### src/rtl/lk_pkg.sv
package lk_pkg;

  typedef enum logic [2:0] {
    ST_IDLE   = 3'd0,
    ST_PEND   = 3'd1,
    ST_LOCKED = 3'd2,
    ST_ABORT  = 3'd3,
    ST_REL    = 3'd4
  } lk_state_e;

  localparam logic [1:0] RES_OK    = 2'b00;
  localparam logic [1:0] RES_RETRY = 2'b01;
  localparam logic [1:0] RES_TABT  = 2'b10;
  localparam logic [1:0] RES_MABT  = 2'b11;

  // Both abort codes have the upper bit set.
  function automatic logic res_is_abort(input logic [1:0] r);
    return r[1];
  endfunction

  // The initiator has let go: lock and frame are both idle (high).
  function automatic logic init_released(input logic lock_n, input logic frame_n);
    return lock_n & frame_n;
  endfunction

  // States in which the target-side lock is driven.
  function automatic logic lock_held(input lk_state_e st, input logic ab_first);
    case (st)
      ST_PEND, ST_LOCKED, ST_REL: return 1'b1;
      ST_ABORT:                   return ~ab_first;
      default:                    return 1'b0;
    endcase
  endfunction

endpackage

### src/rtl/lk_release_timer.sv
module lk_release_timer #(
  parameter int unsigned REL_GAP = 3
) (
  input  logic clk,
  input  logic rst_n,
  input  logic active,
  output logic done
);
  localparam int unsigned CW = (REL_GAP < 2) ? 1 : $clog2(REL_GAP);

  generate
    if (REL_GAP <= 1) begin : g_immediate
      assign done = active;
    end else begin : g_count
      logic [CW-1:0] cnt_q;

      always_ff @(posedge clk) begin
        if (!rst_n)       cnt_q <= '0;
        else if (!active) cnt_q <= '0;
        else              cnt_q <= cnt_q + 1'b1;
      end

      assign done = active && (cnt_q == CW'(REL_GAP - 1));
    end
  endgenerate
endmodule

### src/rtl/lk_status.sv
module lk_status
  import lk_pkg::*;
(
  input  logic       clk,
  input  logic       rst_n,
  input  logic       ev_posted_abort,
  input  logic       ev_delayed_abort,
  input  logic [1:0] tgt_result,
  input  logic [1:0] sts_clr,
  output logic       sts_tabt,
  output logic       sts_mabt,
  output logic       serr_n
);
  logic any_abort, set_ta, set_ma;

  always_comb begin
    any_abort = ev_posted_abort | ev_delayed_abort;
    set_ta    = any_abort && (tgt_result == RES_TABT);
    set_ma    = any_abort && (tgt_result == RES_MABT);
  end

  always_ff @(posedge clk) begin
    if (!rst_n) begin
      sts_tabt <= 1'b0;
      sts_mabt <= 1'b0;
      serr_n   <= 1'b1;
    end else begin
      sts_tabt <= set_ta | (sts_tabt & ~sts_clr[0]);
      sts_mabt <= set_ma | (sts_mabt & ~sts_clr[1]);
      serr_n   <= ~ev_posted_abort;
    end
  end
endmodule

### src/rtl/lk_fsm.sv
module lk_fsm
  import lk_pkg::*;
(
  input  logic       clk,
  input  logic       rst_n,
  input  logic       init_lock_n,
  input  logic       init_frame_n,
  input  logic       lk_start,
  input  logic       lk_down,
  input  logic       lk_posted,
  input  logic       tgt_done,
  input  logic [1:0] tgt_result,
  input  logic       repeat_req,
  input  logic       rel_done,
  output lk_state_e  state_o,
  output logic       ab_first_o,
  output logic [1:0] ab_code_o,
  output logic       ab_given_o,
  output logic       pend_o,
  output logic       ev_acquire,
  output logic       ev_first_retry,
  output logic       ev_posted_end,
  output logic       ev_posted_abort,
  output logic       ev_delayed_abort,
  output logic       ev_rel_seen,
  output logic       ev_held
);
  lk_state_e  state_q;
  logic       busy_q, cur_posted_q, ab_first_q, ab_given_q;
  logic [1:0] ab_code_q;
  logic       pend_q, pend_posted_q;

  logic start_dn, released, in_flight, done_here, is_abt;

  always_comb begin
    start_dn  = lk_start & lk_down;
    released  = init_released(init_lock_n, init_frame_n);
    in_flight = (state_q == ST_PEND) || ((state_q == ST_LOCKED) && busy_q);
    done_here = tgt_done & in_flight;
    is_abt    = res_is_abort(tgt_result);

    ev_acquire       = (state_q == ST_IDLE) && (start_dn || pend_q);
    ev_first_retry   = (state_q == ST_PEND) && tgt_done && (tgt_result == RES_RETRY);
    ev_posted_abort  = done_here && cur_posted_q && is_abt;
    ev_delayed_abort = done_here && !cur_posted_q && is_abt;
    ev_posted_end    = done_here && cur_posted_q && init_lock_n && (tgt_result != RES_RETRY);
    ev_rel_seen      = (state_q == ST_LOCKED) && !busy_q && !start_dn && released;
    ev_held          = (state_q == ST_REL) && start_dn;
  end

  always_ff @(posedge clk) begin
    if (!rst_n) begin
      state_q       <= ST_IDLE;
      busy_q        <= 1'b0;
      cur_posted_q  <= 1'b0;
      ab_first_q    <= 1'b0;
      ab_given_q    <= 1'b0;
      ab_code_q     <= RES_OK;
      pend_q        <= 1'b0;
      pend_posted_q <= 1'b0;
    end else begin
      case (state_q)
        ST_IDLE: begin
          if (ev_acquire) begin
            state_q      <= ST_PEND;
            cur_posted_q <= pend_q ? pend_posted_q : lk_posted;
            pend_q       <= 1'b0;
          end
        end
        ST_PEND: begin
          if (tgt_done) begin
            if (tgt_result == RES_RETRY) begin
              state_q <= ST_IDLE;
            end else if (ev_delayed_abort) begin
              state_q    <= ST_ABORT;
              ab_first_q <= 1'b1;
              ab_code_q  <= tgt_result;
              ab_given_q <= 1'b0;
            end else if (ev_posted_end) begin
              state_q <= ST_IDLE;
            end else begin
              state_q <= ST_LOCKED;
              busy_q  <= 1'b0;
            end
          end
        end
        ST_LOCKED: begin
          if (start_dn && !busy_q) begin
            busy_q       <= 1'b1;
            cur_posted_q <= lk_posted;
          end else if (done_here) begin
            busy_q <= 1'b0;
            if (ev_delayed_abort) begin
              state_q    <= ST_ABORT;
              ab_first_q <= 1'b0;
              ab_code_q  <= tgt_result;
              ab_given_q <= 1'b0;
            end else if (ev_posted_end) begin
              state_q <= ST_IDLE;
            end
          end else if (ev_rel_seen) begin
            state_q <= ST_REL;
          end
        end
        ST_ABORT: begin
          if (!ab_given_q && repeat_req) begin
            ab_given_q <= 1'b1;
          end else if (ab_given_q && released) begin
            state_q <= ab_first_q ? ST_IDLE : ST_REL;
          end
        end
        ST_REL: begin
          if (ev_held) begin
            pend_q        <= 1'b1;
            pend_posted_q <= lk_posted;
          end
          if (rel_done) state_q <= ST_IDLE;
        end
        default: state_q <= ST_IDLE;
      endcase
    end
  end

  assign state_o    = state_q;
  assign ab_first_o = ab_first_q;
  assign ab_code_o  = ab_code_q;
  assign ab_given_o = ab_given_q;
  assign pend_o     = pend_q;
endmodule

### src/rtl/lk_bridge_lock.sv
module lk_bridge_lock
  import lk_pkg::*;
#(
  parameter int unsigned REL_GAP = 3
) (
  input  logic       clk,
  input  logic       rst_n,
  input  logic       init_lock_n,
  input  logic       init_frame_n,
  input  logic       lk_start,
  input  logic       lk_down,
  input  logic       lk_posted,
  input  logic       tgt_done,
  input  logic [1:0] tgt_result,
  input  logic       repeat_req,
  input  logic [1:0] sts_clr,
  output logic       tgt_lock_n,
  output logic       fwd_block,
  output logic       abort_ret_vld,
  output logic [1:0] abort_code,
  output logic       serr_n,
  output logic       sts_tabt,
  output logic       sts_mabt
);
  lk_state_e  state;
  logic       ab_first, ab_given, pend;
  logic [1:0] ab_code;
  logic       rel_done;
  logic       ev_acquire, ev_first_retry, ev_posted_end;
  logic       ev_posted_abort, ev_delayed_abort, ev_rel_seen, ev_held;

  lk_fsm u_fsm (
    .clk              (clk),
    .rst_n            (rst_n),
    .init_lock_n      (init_lock_n),
    .init_frame_n     (init_frame_n),
    .lk_start         (lk_start),
    .lk_down          (lk_down),
    .lk_posted        (lk_posted),
    .tgt_done         (tgt_done),
    .tgt_result       (tgt_result),
    .repeat_req       (repeat_req),
    .rel_done         (rel_done),
    .state_o          (state),
    .ab_first_o       (ab_first),
    .ab_code_o        (ab_code),
    .ab_given_o       (ab_given),
    .pend_o           (pend),
    .ev_acquire       (ev_acquire),
    .ev_first_retry   (ev_first_retry),
    .ev_posted_end    (ev_posted_end),
    .ev_posted_abort  (ev_posted_abort),
    .ev_delayed_abort (ev_delayed_abort),
    .ev_rel_seen      (ev_rel_seen),
    .ev_held          (ev_held)
  );

  lk_release_timer #(.REL_GAP(REL_GAP)) u_timer (
    .clk    (clk),
    .rst_n  (rst_n),
    .active (state == ST_REL),
    .done   (rel_done)
  );

  lk_status u_status (
    .clk              (clk),
    .rst_n            (rst_n),
    .ev_posted_abort  (ev_posted_abort),
    .ev_delayed_abort (ev_delayed_abort),
    .tgt_result       (tgt_result),
    .sts_clr          (sts_clr),
    .sts_tabt         (sts_tabt),
    .sts_mabt         (sts_mabt),
    .serr_n           (serr_n)
  );

  always_comb begin
    tgt_lock_n    = ~lock_held(state, ab_first);
    fwd_block     = lock_held(state, ab_first);
    abort_ret_vld = (state == ST_ABORT) && repeat_req && !ab_given;
    abort_code    = ab_code;
  end
endmodule

### config.mk
export PLATFORM = sky130hd
export DESIGN_NAME = lk_bridge_lock
export DESIGN_NICKNAME = d
export VERILOG_FILES = /design/src/rtl/lk_pkg.sv /design/src/rtl/lk_release_timer.sv /design/src/rtl/lk_status.sv /design/src/rtl/lk_fsm.sv /design/src/rtl/lk_bridge_lock.sv
export SDC_FILE = /design/constraint.sdc
export NUM_CORES = 1
export LEC_CHECK = 0
export BUFFER_PORTS_ARGS = -buffer_cell sky130_fd_sc_hd__buf_2
export CAP_MARGIN = 25
export CORE_MARGIN = 2
export CORE_UTILIZATION = 45
export DETAILED_ROUTE_END_ITERATION = 8
export GPL_ROUTABILITY_DRIVEN = 0
export MAX_ROUTING_LAYER = met4
export PLACE_DENSITY = 0.68
export SYNTH_ARGS = -nofsm -noshare
export SYNTH_HDL_FRONTEND = slang
export SYNTH_SLANG_ARGS = --single-unit
### constraint.sdc
create_clock -name clk -period 2.7 [get_ports clk]
set_clock_uncertainty 0.05 [all_clocks]
set_input_delay 0.54 -clock clk [delete_from_list [all_inputs] [get_ports clk]]
set_output_delay 0.54 -clock clk [all_outputs]
set_load 0.05 [all_outputs]
# Yosys cells after proc, flatten, opt, wreduce, memory -nomap -nowiden

Cells that the tools add are included.
W data, S select, Z words.

Add/sub/neg operators: 1
Equality and inequality tests: 27
Mux-type cells: 50
Bitwise gates (word level): 13
Reductions and logical operators: 41

Operator list:

| kind                 | count |
|---|---|
| $mux W3              | 13 |
| $mux W1              | 23 |
| $logic_and A1 B1 Y1  | 20 |
| $ne A2 B2 Y1 const B | 10 |
| $pmux W3 S5          | 1 |
| $mux W2              | 6 |
| $ne A2 B1 Y1 const B | 6 |
| $reduce_and A6 Y1    | 2 |
| $pmux W1 S2          | 5 |
| $reduce_and A8 Y1    | 1 |
| $reduce_and A7 Y1    | 1 |
| $eq A2 B2 Y1 const B | 3 |
| $eq A3 B2 Y1 const B | 2 |
| $ne A3 B2 Y1 const B | 2 |
| $reduce_and A3 Y1    | 2 |
| $reduce_bool A2 Y1   | 3 |
| $and A1 B1 Y1        | 5 |
| $not A1 Y1           | 5 |
| $reduce_and A5 Y1    | 1 |
| $logic_not A1 Y1     | 4 |
| $ne A4 B3 Y1 const B | 1 |
| $pmux W2 S2          | 1 |
| $reduce_and A2 Y1    | 2 |
| $eq A3 B1 Y1 const B | 1 |
| other kinds (9)      | 12 |

Bits in registers: 16
Input port bits: 13
Output and inout port bits: 8

# Logic depth before layout (Yosys ltp)

Gate-level depths: netlist of run 1.

Depth in word-level cells: 12
Gate-level depth with buffers: 6
Mapped depth without buffers: 6

# Hierarchy

A second synthesis of run 1 with hierarchy kept.

Cell total of the unflattened synthesis: 113
Area, all modules: 949.7 µm²

By module, submodules not included:

| module           | instances | cells each | area an instance (µm²) | seq. area each (µm²) |
|---|---|---|---|---|
| lk_fsm           | 1         | 88         | 713.2                  | 220.2 |
| lk_status        | 1         | 10         | 108.9                  | 60.1 |
| lk_release_timer | 1         | 7          | 80.1                   | 40.0 |
| lk_bridge_lock   | 1         | 8          | 47.5                   | 0.0 |

# Worst setup path after synthesis of run 1

Ideal clock, no wire load.

Path type: reg-to-output
Start: reg u_fsm.state_q[2], in the netlist u_fsm.state_o[2]
End: out abort_ret_vld
Arrival: 1905 ps
Path slack: 205 ps
Cell stages (with the launch flop): 4
Cell sequence: dfxtp_1 > clkbuf_1 > nand3b_1 > nor3b_1

Word-level cells in the longest chain between the ends: 3

RTL lines:

| element                          | RTL line             | RTL |
|---|---|---|
| start: declaration               | lk_fsm.sv:28         | `lk_state_e state_q;` |
| start signal: assignment         | lk_fsm.sv:109        | `state_q <= ab_first_q ? ST_IDLE : ST_REL;` |
| $eq A3 B2 Y1                     | lk_bridge_lock.sv:80 | `abort_ret_vld = (state == ST_ABORT) && repeat_req && !ab_given;` |
| $logic_and A1 B1 Y1 (2 in a row) | lk_bridge_lock.sv:80 |  |
| end: declaration                 | lk_bridge_lock.sv:19 | `output logic abort_ret_vld,` |

No other way between the ends.

# Worst setup path after layout of run 1

Start: reg u_fsm.state_q[0], in the netlist u_fsm.state_o[0]
End: out abort_ret_vld

Same word-level chain as after synthesis.

==> impl_metrics.py, run 1 <==
metrics = {
    "place": {
        "postPlaceCellArea_sq_mm": 0.00102,
        "dp.cells": 146,
        "hpwlAfterDp_mm": 1.52,
        "port-buffer-count": 20,
    },
    "critical_path": {
        "cp-end-kind": "output port",
        "criticalPathCategory": "register to output port",
        "reg2regPathDepth": 4,
        "cp_max_fo": 12,
        "start_kind": "register",
        "crit_required_ns": 2.11,
        "regToRegSetupSlack_ns": 0.81,
        "crit_arrival_ns": 1.60,
    },
    "synthesis": {
        "synthTopCellsByCount": "dfxtp_1 (16), nor2_1 (13), inv_1 (7)",
        "synth_top_area_share_pct": 34.9,
        "synth_fa_ha_area_share_pct": 1.36,
        "yosysTopAreaCell": "dfxtp_1",
        "synth-simple-area-share_pct": 22.2,
        "synth_seq_area_share_pct": 34.9,
        "yosysMostFrequentCell": "dfxtp_1",
        "yosysWarnings": 0,
        "synthTopCellsByArea": "dfxtp_1 (35%), mux2i_1 (5.4%), nor2_1 (5.3%), o21ai_0 (3.3%), nand3b_1 (3.3%)",
        "syn_inst": 104,
        "syn_nets": 118,
        "syn_avg_cell_area_sq_um": 8.83,
        "synthMuxAreaShare_pct": 5.45,
        "synth_top_family_by_area": "compound AO/OA/AOI/OAI gates",
        "synth-edff-count": 0,
        "netlist_area_sq_um": 918,
        "async_reset_ff_share_pct": 0,
        "synth_compound_gate_area_share_pct": 29.4,
        "ys_types": 40,
        "synth-main-ff-cell": "dfxtp_1",
        "synthXorXnorAreaFrac_pct": 0,
        "ys_seq_elements": 16,
    },
    "pwr": {
        "power_w": 0.000839,
        "p_switching_w": 0.000367,
        "p_sw_share_pct": 43.8,
        "p_leak_nw": 0.428,
        "p_int_w": 0.000472,
        "p_per_area_mw_per_mm2": 794,
        "seq_power_share_pct": 37.4,
        "ir_worst_vdd_uv": 656,
        "comb_power_share_pct": 43.1,
        "clockPowerShare_pct": 19.5,
    },
    "sta": {
        "drv_slew": 0,
        "setup_violations": 0,
        "worst_pin_slew_ns": 0.657,
        "hold_viol": 0,
        "post-route-min-period_ns": 2.19,
        "fin_setup_tns_ns": 0,
        "period_share_pct": 81.2,
        "slew_headroom_pct": 55.7,
        "fmaxAchievable_mhz": 456,
        "rsz0062_at_grt": "false",
    },
    "cts": {
        "h-tree-depth": 1,
        "ctsHoldBuffers": 0,
        "cts_sinks": 16,
        "cts_setup_buffers": 0,
        "cts.clk_slew.worst_paths_ns": 0.10,
        "worstSkewPairLatency_ns": 0.29,
        "clock-root-buffer": "clkbuf_4",
        "cts-resized-gates": 0,
        "cts_tree": "done",
        "clk_path_buf_depth": 2,
        "cts_buffers": 3,
    },
    "detailed_routing": {
        "drc": 0,
        "dr.pass1.iters": 4,
        "wirelength_mm": 2.12,
        "vias_per_cell": 5.67,
        "drt-initial-drc-count": 33,
        "ant_nets": 0,
        "num_vias": 851,
        "wl_per_cell_um": 14.1,
    },
    "die": {
        "io_pins": 21,
        "core-area_sq_mm": 0.00194,
        "row_count": 16,
        "die_w_um": 49.2,
        "dieArea_sq_mm": 0.00242,
        "initial_core_util_pct": 47.3,
        "die_h_um": 49.2,
    },
    "run": {
        "drv_cap": 0,
    },
    "global_route": {
        "antenna_found_initial": 0,
        "grt_max_degree": 13,
        "track_usage_pct": 20.3,
        "grt_pass1_vias": 792,
        "grt_first_pass_wirelength_mm": 3.57,
        "grt_overflow": 0,
    },
    "cells_and_area": {
        "fin_util_pct": 54.4,
        "fin_area_sq_mm": 0.00106,
        "n_antenna_cell": 0,
        "largest_reg_flops": 3,
        "syn2layout_area_growth_pct": 15.1,
        "fillerInstances": 198,
        "drive_above_1_share_pct": 23.6,
        "multi_input_area_sq_um": 537,
        "layout.cells.non_filler": 150,
        "seqCellArea_sq_um": 320,
        "nets": 138,
    },
    "min_path": {
        "hold_depth": 1,
        "hold_path_class": "register to register",
    },
    "outcome": {
        "status": "finished clean",
    },
}
==> layout by cell type (no fill, tap or decap), types with 2 or more instances in the layout <==
cell type	n
nand2b_1	3
mux2i_1	5
nor2b_1	2
a211oi_1	2
a21oi_1	5
nand2_1	5
o21ai_0	6
dfxtp_1	16
nor2_1	13
nand3b_1	4
a21boi_0	2
clkbuf_4	3
nand4_1	2
nand3_1	4
inv_1	7
buf_2	20
nor3b_1	2
==> metrics by stage <==
step	setup slack, ns	hold slack, ns
after global routing	0.318	0.401
after detailed placement	0.847	0.356
after CTS	0.511	0.370
final	0.509	0.363
after global placement	0.844	0.351
after floorplan	0.205	0.342
==> path summary, 6_finish.rpt <==
| check | start | end |
|---|---|---|
| setup / recovery | u_fsm.state_o[0] | abort_ret_vld |
| setup reg to reg | u_fsm.state_o[1] | u_fsm.state_o[0] |
| hold / removal | u_timer.g_count.cnt_q[0] | u_timer.g_count.cnt_q[0] |
| hold reg to reg | u_timer.g_count.cnt_q[0] | u_timer.g_count.cnt_q[0] |
==> power by group through the flow <==
stage	clock network [W]	registers, W	logic, W
final	0.000164	0.000314	0.000361
after global routing	0.000181	0.000321	0.000388
after CTS	0.000170	0.000312	0.000360
after detailed placement	0	0.000317	0.000358
after global placement	0	0.000315	0.000353
after floorplan	0	0.000301	0.000306
==> per-layer routing <==
metal | vias up | global-route usage, % | wire length, um
met1 | 387 | 25.7 | 945
met2 | 35 | 30.2 | 974
met3 | 9 | 3.68 | 137
li1 | 420 | - | -
met4 | 0 | 11.4 | 57
met5 | - | - | 0
==> worst max-delay path, cell delays in order (launching register included) <==
cell	delay, ns
dfxtp_1	0.53
nand3b_1	0.21
nor3b_1	0.26
buf_2	0.30
==> cells by family after synthesis <==
group / after synthesis
buf+inv: 13
simple gates: 39
compound gates: 30
fa+ha+maj: 1
flops: 16
mux: 5
==> layout make-up <==
class / instances / share of cell area [%]
clock buffers: 4 / 3.43
inverters: 8 / 2.84
well taps: 27 / 3.20
repair buffers: 20 / 9.47
flip-flops and latches: 16 / 30.3
multi-input cells: 75 / 50.8
(Power assumes the default switching activity.)
==> run 2, diff against run 1 <==
- clock period: 2.7 -> 2.3 ns (I/O delays scaled with it)
==> impl_metrics.py, run 2 (synthesis results as in run 1) <==
metrics = {
    "cells_and_area": {
        "syn2layout_area_growth_pct": 15.7,
        "drive_above_1_share_pct": 24.4,
        "nets": 138,
        "layout_common_cells": "buf_2 (20), dfxtp_1 (16), nor2_1 (13)",
        "n_antenna_cell": 0,
        "multi_input_area_sq_um": 542,
        "largest_reg_flops": 3,
        "fillerInstances": 204,
        "final_common_cell": "buf_2",
        "seqCellArea_sq_um": 320,
    },
    "critical_path": {
        "crit_arrival_ns": 1.63,
        "criticalPathCategory": "register to output port",
        "crit_chain": "nand3b_1 > nor3b_2 > buf_2",
        "critPathBufInv": 1,
        "cp_slowest_cell": "dfxtp_1",
        "crit_required_ns": 1.79,
        "timing.rr.end": "u_fsm.state_o[0]",
        "reg2regPathDepth": 4,
        "start_kind": "register",
        "slowest_delay_ns": 0.55,
        "regToRegSetupSlack_ns": 0.45,
        "crit_family": "flip-flops",
        "cp_max_fo": 12,
        "cp-end-kind": "output port",
        "r2r-start": "u_fsm.state_o[1]",
    },
    "detailed_routing": {
        "wl_per_cell_um": 13.9,
        "wirelength_mm": 2.09,
        "ant_nets": 0,
        "drc": 0,
        "dr.pass1.iters": 5,
        "num_vias": 843,
        "drt-initial-drc-count": 26,
        "vias_per_cell": 5.62,
    },
    "global_route": {
        "antenna_found_initial": 0,
        "grt_overflow": 0,
        "grt_first_pass_wirelength_mm": 3.49,
        "track_usage_pct": 19.1,
        "grt_max_degree": 13,
        "grt_pass1_vias": 758,
    },
    "cts": {
        "ctsHoldBuffers": 0,
        "cts-resized-gates": 0,
        "cts_tree": "done",
        "h-tree-depth": 1,
        "cts_buffers": 3,
        "cts_setup_buffers": 0,
        "clock-root-buffer": "clkbuf_4",
        "cts_sinks": 16,
        "clk_path_buf_depth": 2,
        "cts.clk_slew.worst_paths_ns": 0.10,
        "worstSkewPairLatency_ns": 0.29,
    },
    "sta": {
        "fin_setup_tns_ns": 0,
        "slew_headroom_pct": 61.3,
        "worst_pin_slew_ns": 0.574,
        "post-route-min-period_ns": 2.14,
        "period_share_pct": 93.0,
        "fmaxAchievable_mhz": 468,
        "drv_slew": 0,
        "hold_viol": 0,
        "setup_violations": 0,
        "rsz0062_at_grt": "false",
    },
    "min_path": {
        "hold_end": "u_status.serr_n",
        "hold_start": "tgt_result[1]",
        "hold_path_class": "input pin to register",
        "hold_depth": 2,
    },
    "die": {
        "dieArea_sq_mm": 0.00242,
        "die_w_um": 49.2,
        "row_count": 16,
        "die_h_um": 49.2,
        "io_pins": 21,
        "core-area_sq_mm": 0.00194,
        "initial_core_util_pct": 47.3,
    },
    "pwr": {
        "p_leak_nw": 0.429,
        "p_per_area_mw_per_mm2": 919,
        "p_sw_share_pct": 43.3,
        "clockPowerShare_pct": 19.4,
        "p_switching_w": 0.000422,
        "power_w": 0.000976,
        "p_int_w": 0.000554,
        "comb_power_share_pct": 42.7,
        "ir_worst_vdd_uv": 917,
        "seq_power_share_pct": 37.9,
    },
    "outcome": {
        "status": "finished clean",
    },
    "place": {
        "port-buffer-count": 20,
        "hpwlAfterDp_mm": 1.54,
    },
    "run": {
        "drv_cap": 0,
    },
}
==> run 2: changes by cell type in the layout (fill, tap and decap cells not counted) <==
cell	change
nor3b_1	-1
nor3b_2	+1
==> run 2: cell type report <==
| cell class | count | area share, % |
|---|---|---|
| Clock buffer | 4 | 3.42 |
| Inverter | 8 | 2.83 |
| Multi-Input combinational cell | 75 | 51.0 |
| Sequential cell | 16 | 30.2 |
| Tap cell | 27 | 3.18 |
| Timing Repair Buffer | 20 | 9.42 |
==> run 2: through the flow <==
step           setup WS (ns)  std cells  hold WS [ns]  area (sq um)  utilization, %
2_1_floorplan         0.0866        104         0.342           923               -
3_3_place_gp           0.538        146         0.350          1030            52.8
3_5_place_dp           0.495        146         0.356          1030            52.8
4_1_cts                0.176        150         0.339          1060            54.7
5_1_grt               0.0732        150         0.335          1060            54.7
6_report               0.162        150         0.338          1060            54.7
==> run 2: metal layers <==
metal,wire (um),track usage [%],vias up
li1,-,-,417
met1,994,24.8,397
met2,945,29.7,25
met3,125,5.83,4
met4,25,2.86,0
met5,0,-,-
==> run 2: power by group through the flow <==
| stage | Clock [W] | Combinational [W] | Sequential, W |
|---|---|---|---|
| after global routing | 0.000206 | 0.000450 | 0.000377 |
| final | 0.000189 | 0.000417 | 0.000370 |
| after detailed placement | 0 | 0.000414 | 0.000373 |
| after global placement | 0 | 0.000411 | 0.000370 |
| after CTS | 0.000194 | 0.000416 | 0.000368 |
| after floorplan | 0 | 0.000359 | 0.000354 |
==> run 2: how the worst max path moves through the flow <==
stage | start | to | slack (ns) | depth (start not counted)
after floorplan | u_fsm.state_o[2] | fwd_block | 0.09 | 4
after global placement | u_fsm.state_o[0] | u_fsm.ab_code_o[0] | 0.54 | 4
after detailed placement | u_fsm.state_o[1] | u_fsm.state_o[0] | 0.50 | 4
after CTS | u_fsm.state_o[0] | abort_ret_vld | 0.18 | 3
after global routing | u_fsm.state_o[0] | abort_ret_vld | 0.07 | 3
final | u_fsm.state_o[0] | abort_ret_vld | 0.16 | 3
